File: config.mk
export PLATFORM = sky130hd
export DESIGN_NAME = combo_lock
export DESIGN_NICKNAME = d
export VERILOG_FILES = /design/src/rtl/lock_pkg.sv /design/src/rtl/lock_event_decode.sv /design/src/rtl/lock_next_state.sv /design/src/rtl/lock_state_reg.sv /design/src/rtl/combo_lock.sv
export SDC_FILE = /design/constraint.sdc
export NUM_CORES = 1
export LEC_CHECK = 0
export ABC_AREA = 1
export BUFFER_PORTS_ARGS = -buffer_cell sky130_fd_sc_hd__buf_2
export CAP_MARGIN = 20
export CORE_AREA = 2 2 39 41
export CTS_CLUSTER_SIZE = 28
export DETAILED_ROUTE_END_ITERATION = 7
export DIE_AREA = 0 0 41 43
export GPL_ROUTABILITY_DRIVEN = 0
export GPL_TIMING_DRIVEN = 0
export PLACE_DENSITY_LB_ADDON = 0.15
export SLEW_MARGIN = 40
export SYNTH_ARGS = -nofsm -noshare
export SYNTH_HDL_FRONTEND = slang
export SYNTH_HIERARCHICAL = 1
export SYNTH_SLANG_ARGS = --single-unit
File: constraint.sdc
create_clock -name clk -period 1.35 [get_ports clk]
set_input_delay 0.135 -clock clk [delete_from_list [all_inputs] [get_ports clk]]
set_output_delay 0.135 -clock clk [all_outputs]
set_load 0.01 [all_outputs]
File: src/rtl/lock_pkg.sv
package lock_pkg;

  typedef enum logic [2:0] {
    EV_NONE,
    EV_ZERO,
    EV_ONE,
    EV_START,
    EV_CLEAR
  } lock_event_e;

  // Longest prefix of the code that is a suffix of (code[0..s-1], d).
  function automatic int overlap_next(input logic [15:0] code, input int len,
                                      input int s, input int d);
    int best;
    best = 0;
    for (int k = 1; k <= 16; k++) begin
      if (k <= len && k <= s + 1) begin
        logic ok;
        ok = 1'b1;
        for (int i = 0; i < 16; i++) begin
          if (i < k) begin
            int  pos;
            logic sym;
            pos = s + 1 - k + i;
            sym = (pos == s) ? d[0] : code[pos];
            if (sym != code[i]) ok = 1'b0;
          end
        end
        if (ok) best = k;
      end
    end
    return best;
  endfunction

endpackage

File: src/rtl/lock_event_decode.sv
module lock_event_decode #(
  parameter bit USE_START = 1'b1
) (
  input  logic                 btn_zero,
  input  logic                 btn_one,
  input  logic                 btn_start,
  input  logic                 btn_reset,
  output lock_pkg::lock_event_e ev
);
  import lock_pkg::*;

  // Priority: clear button, invalid double digit, Start, single digit.
  always_comb begin
    if (btn_reset)                   ev = EV_CLEAR;
    else if (btn_zero && btn_one)    ev = EV_CLEAR;
    else if (USE_START && btn_start) ev = EV_START;
    else if (btn_zero)               ev = EV_ZERO;
    else if (btn_one)                ev = EV_ONE;
    else                             ev = EV_NONE;
  end
endmodule

File: src/rtl/lock_next_state.sv
module lock_next_state #(
  parameter int                  CODE_LEN  = 4,
  parameter logic [CODE_LEN-1:0] CODE      = 4'b0110,
  parameter bit                  USE_START = 1'b1,
  parameter int                  CW        = $clog2(CODE_LEN + 1)
) (
  input  logic                  armed,
  input  logic [CW-1:0]         count,
  input  lock_pkg::lock_event_e ev,
  output logic                  nxt_armed,
  output logic [CW-1:0]         nxt_count
);
  import lock_pkg::*;

  localparam int   SLOTS      = 1 << CW;
  localparam logic IDLE_ARMED = !USE_START;

  // Per-state successor for digit 0 and digit 1, plus a match flag.
  logic [CW-1:0] tab0 [SLOTS];
  logic [CW-1:0] tab1 [SLOTS];
  logic          hit0 [SLOTS];
  logic          hit1 [SLOTS];

  for (genvar s = 0; s < SLOTS; s++) begin : g_tab
    if (s >= CODE_LEN) begin : g_end
      // Full match (or unreachable slot): strict mode disarms here.
      if (!USE_START && s == CODE_LEN) begin : g_wrap
        localparam int N0 = overlap_next(16'(CODE), CODE_LEN, s, 0);
        localparam int N1 = overlap_next(16'(CODE), CODE_LEN, s, 1);
        assign tab0[s] = CW'(N0);
        assign tab1[s] = CW'(N1);
      end else begin : g_zero
        assign tab0[s] = '0;
        assign tab1[s] = '0;
      end
      assign hit0[s] = 1'b0;
      assign hit1[s] = 1'b0;
    end else if (USE_START) begin : g_strict
      assign hit0[s] = !CODE[s];
      assign hit1[s] =  CODE[s];
      assign tab0[s] = CW'(s + 1);
      assign tab1[s] = CW'(s + 1);
    end else begin : g_slide
      localparam int N0 = overlap_next(16'(CODE), CODE_LEN, s, 0);
      localparam int N1 = overlap_next(16'(CODE), CODE_LEN, s, 1);
      assign hit0[s] = 1'b1;
      assign hit1[s] = 1'b1;
      assign tab0[s] = CW'(N0);
      assign tab1[s] = CW'(N1);
    end
  end

  always_comb begin
    nxt_armed = armed;
    nxt_count = count;
    unique case (ev)
      EV_CLEAR: begin
        nxt_armed = IDLE_ARMED;
        nxt_count = '0;
      end
      EV_START: begin
        nxt_armed = 1'b1;
        nxt_count = '0;
      end
      EV_ZERO: begin
        if (armed) begin
          if (hit0[count] || !USE_START) begin
            nxt_count = tab0[count];
          end else begin
            nxt_armed = IDLE_ARMED;
            nxt_count = '0;
          end
        end
      end
      EV_ONE: begin
        if (armed) begin
          if (hit1[count] || !USE_START) begin
            nxt_count = tab1[count];
          end else begin
            nxt_armed = IDLE_ARMED;
            nxt_count = '0;
          end
        end
      end
      default: ;
    endcase
  end
endmodule

File: src/rtl/lock_state_reg.sv
module lock_state_reg #(
  parameter int CODE_LEN  = 4,
  parameter bit USE_START = 1'b1,
  parameter int CW        = $clog2(CODE_LEN + 1)
) (
  input  logic          clk,
  input  logic          rst,
  input  logic          nxt_armed,
  input  logic [CW-1:0] nxt_count,
  output logic          armed,
  output logic [CW-1:0] count,
  output logic          unlock
);
  localparam logic [CW-1:0] FULL = CW'(CODE_LEN);

  always_ff @(posedge clk) begin
    if (rst) begin
      armed  <= !USE_START;
      count  <= '0;
      unlock <= 1'b0;
    end else begin
      armed  <= nxt_armed;
      count  <= nxt_count;
      unlock <= nxt_armed && (nxt_count == FULL);
    end
  end
endmodule

File: src/rtl/combo_lock.sv
module combo_lock #(
  parameter int                  CODE_LEN  = 4,
  parameter logic [CODE_LEN-1:0] CODE      = 4'b0110,
  parameter bit                  USE_START = 1'b1
) (
  input  logic clk,
  input  logic rst,
  input  logic btn_zero,
  input  logic btn_one,
  input  logic btn_start,
  input  logic btn_reset,
  output logic unlock
);
  localparam int CW = $clog2(CODE_LEN + 1);

  lock_pkg::lock_event_e ev;
  logic          armed, nxt_armed;
  logic [CW-1:0] count, nxt_count;

  lock_event_decode #(.USE_START(USE_START)) u_dec (
    .btn_zero (btn_zero),
    .btn_one  (btn_one),
    .btn_start(btn_start),
    .btn_reset(btn_reset),
    .ev       (ev)
  );

  lock_next_state #(
    .CODE_LEN (CODE_LEN),
    .CODE     (CODE),
    .USE_START(USE_START),
    .CW       (CW)
  ) u_nxt (
    .armed    (armed),
    .count    (count),
    .ev       (ev),
    .nxt_armed(nxt_armed),
    .nxt_count(nxt_count)
  );

  lock_state_reg #(
    .CODE_LEN (CODE_LEN),
    .USE_START(USE_START),
    .CW       (CW)
  ) u_reg (
    .clk      (clk),
    .rst      (rst),
    .nxt_armed(nxt_armed),
    .nxt_count(nxt_count),
    .armed    (armed),
    .count    (count),
    .unlock   (unlock)
  );
endmodule

==> flow_metrics.env <==
export IMPL_overflow=0
export IMPL_multi_input_area_um2=282
export IMPL_vias_per_cell=4.54
export IMPL_r2r_end="u_reg/unlock$_SDFF_PP0_"
export IMPL_diodes=0
export IMPL_status="complete, no violations"
export IMPL_stdcell_count=101
export IMPL_cp_max_fo=4
export IMPL_cts_tree="done"
export IMPL_hold_start="rst"
export IMPL_period_minus_slack_ns=1.26
export IMPL_synth_edff_count=0
export IMPL_place_ws_ns=-0.0816
export IMPL_avgSynthCellArea_um2=5.76
export IMPL_die_area_um2=1760
export IMPL_nets=93
export IMPL_critPathMaxStageDelay_ns=0.34
export IMPL_routed_via_count=459
export IMPL_required_ns=1.49
export IMPL_routed_wl_um=834
export IMPL_rsz0062_at_grt="true"
export IMPL_cpMostUsedCell="nor2_2"
export IMPL_p_per_area_nw_per_um2=716
export IMPL_syn_to_final_growth_pct=22.9
export IMPL_min_to="u_reg/count[0]$_SDFF_PP0_"
export IMPL_yosysWarnings=6
export IMPL_cts_root_buf="clkbuf_4"
export IMPL_max_freq_mhz=796
export IMPL_cp_slowest_cell="dfxtp_2"
export IMPL_synthArstFlopShare=0
export IMPL_leakage_uw=0.000286
export IMPL_drc=0
export IMPL_start_util=0.312
export IMPL_cp_start_kind="flip-flop"
export IMPL_insertion_delay_ns=0.24
export IMPL_crit_chain="ha_4 > inv_2 > nand2_2 > o21ai_1 > nand3_1 > nand3_2 > nor2_2 > nand2_1 > nor2_2"
export IMPL_coreArea_um2=1380
export IMPL_ys_top_cells_by_count="nand2_1 (16), inv_1 (11), nand3_1 (11)"
export IMPL_reg2reg_depth=9
export IMPL_drt_first_pass_iters=4
export IMPL_synthDominantCellAreaShare=0.232
export IMPL_skew_ns=0.000374
export IMPL_grt_pass1_wl_um=1610
export IMPL_yosysTopAreaCell="dfxtp_1"
export IMPL_synth_most_common_cell="nand2_1"
export IMPL_synth_flop_cell="dfxtp_1"
export IMPL_h_tree_depth=1
export IMPL_drv_cap=0
export IMPL_die_w_um=41
export IMPL_seqCellArea_um2=103
export IMPL_cts_sinks=5
export IMPL_ant_nets=0
export IMPL_dp_cells=97
export IMPL_finalInstanceArea_um2=531
export IMPL_syn_area_um2=432
export IMPL_holdPathStages=2
export IMPL_drive_gt1_frac=0.353
export IMPL_worstSetupEndpointType="flip-flop"
export IMPL_worstMarginPinSlew_ns=0.279
export IMPL_setup_slack_ns=0.0929
export IMPL_dp_hpwl_um=671
export IMPL_worstReg2RegStart="u_reg/count[1]$_SDFF_PP0_"
export IMPL_startpoint="u_reg/count[1]$_SDFF_PP0_"
export IMPL_cts_hold_buf=0
export IMPL_placed_cell_area_um2=482
export IMPL_clkTransAtPathRegs_ns=0.04
export IMPL_criticalPathCategory="flip-flop to flip-flop"
export IMPL_first_global_vias=425
export IMPL_arrival_ns=1.40
export IMPL_ys_ff_latch=5
export IMPL_routedWlPerCell_um=8.26
export IMPL_finalCritPeriodShare=0.931
export IMPL_grt_max_degree=10
export IMPL_synthCells=75
export IMPL_finalMaxSlewViolations=0
export IMPL_track_usage=0.143
export IMPL_first_iter_violations=15
export IMPL_die_h_um=43
export IMPL_num_rows=14
export IMPL_ir_drop_mv=0.377
export IMPL_cts_buffers=3
export IMPL_synth_cell_type_count=14
export IMPL_setup_viol=0
export IMPL_antenna_found_initial=0
export IMPL_slew_headroom=0.813
export IMPL_hold_viol=0
export IMPL_critPathTopFamily="simple AND/OR/NAND/NOR gates"
export IMPL_io_buffers=6
export IMPL_yosysSeqAreaShare=0.232
export IMPL_nFillCells=154
export IMPL_holdCritPathClass="primary input to flip-flop"
export IMPL_cts_buffer_depth=2
export IMPL_worst_path_buf_inv=1
export IMPL_io_pins=7
export IMPL_reg2reg_setup_slack_ns=0.09
export IMPL_syn_nets=82
export IMPL_final_util=0.383
export IMPL_synth_area_leaders="dfxtp_1 (23%), nand2_1 (14%), nand3_1 (13%)"
## sequential cells by signal, indices dropped and copies added, names as in the netlist
| register | count |
|---|---|
| u_reg/armed | 1 |
| u_reg/unlock | 1 |
| u_reg/count | 3 |
## cells in the final DEF, fill, tap and decap left out
| master | count |
|---|---|
| buf_2 | 7 |
| clkbuf_1 | 1 |
| clkbuf_4 | 3 |
| clkinv_2 | 1 |
| dfxtp_1 | 3 |
| dfxtp_2 | 2 |
| ha_4 | 1 |
| inv_1 | 11 |
| inv_2 | 5 |
| nand2_1 | 16 |
| nand2_2 | 4 |
| nand3_1 | 10 |
| nand3_2 | 4 |
| nor2_1 | 8 |
| nor2_2 | 3 |
| o211ai_1 | 1 |
| o21ai_1 | 5 |
## cell families (layout without fill, tap and decap cells)
| kind of cell | after synthesis | in the layout | synth area share |
|---|---|---|---|
| DFF | 5 | 5 | 0.232 |
| buffers and inverters | 18 | 28 | 0.162 |
| adders and majority gates | 1 | 1 | 0.0290 |
| and+or+nand+nor | 45 | 45 | 0.501 |
| AOI/OAI and AO/OA | 6 | 6 | 0.0754 |
## routing by layer
metal | global-route usage | wire (um) | part of all wire
met1 | 0.165 | 399 | 0.48
met2 | 0.191 | 386 | 0.46
met5 | 0 | 0 | 0
met4 | 0.140 | 33 | 0.040
met3 | 0.0471 | 15 | 0.018
## final cells by class
cell class	count	share of cell area
inverter	17	0.123
buffer	1	0.00943
multi-input combinational	52	0.531
sequential	5	0.193
clock buffer	4	0.0495
tap	16	0.0377
timing repair buffer	6	0.0566
## per-stage QoR
stage | total power [uW] | setup TNS (ns) | hold WS [ns]
2_1_floorplan | 195 | 0 | 0.206
3_3_place_gp | 211 | -0.0781 | 0.351
3_5_place_dp | 212 | -0.0816 | 0.352
4_1_cts | 389 | 0 | 0.0872
5_1_grt | 409 | -0.00323 | 0.0936
6_report | 380 | 0 | 0.0966
## how the worst max path moves through the flow
stage	end	slack (ns)	depth (start not counted)
finish	u_reg/unlock$_SDFF_PP0_	0.09	9
global route	u_reg/unlock$_SDFF_PP0_	-0.003	8
CTS	u_reg/unlock$_SDFF_PP0_	0.04	9
detailed placement	u_reg/unlock$_SDFF_PP0_	-0.08	12
global placement	u_reg/unlock$_SDFF_PP0_	-0.08	12
floorplan	u_reg/unlock$_SDFF_PP0_	0.11	9
## where the power goes
group          switching [uW]  internal, uW  total, uW
clock                    58.7           112        170
sequential              0.485           149        150
combinational            39.7          20.2       59.9
## repair_timing
action | 4_1_cts | 5_1_grt
buffers inserted | 0 | 0
gates cloned | 0 | 0
endpoints found under the setup margin | 1 | 1
resized for setup | 3 | 2
pin swaps | 2 | 1
Note: power is estimated with default switching activity, not from simulation.
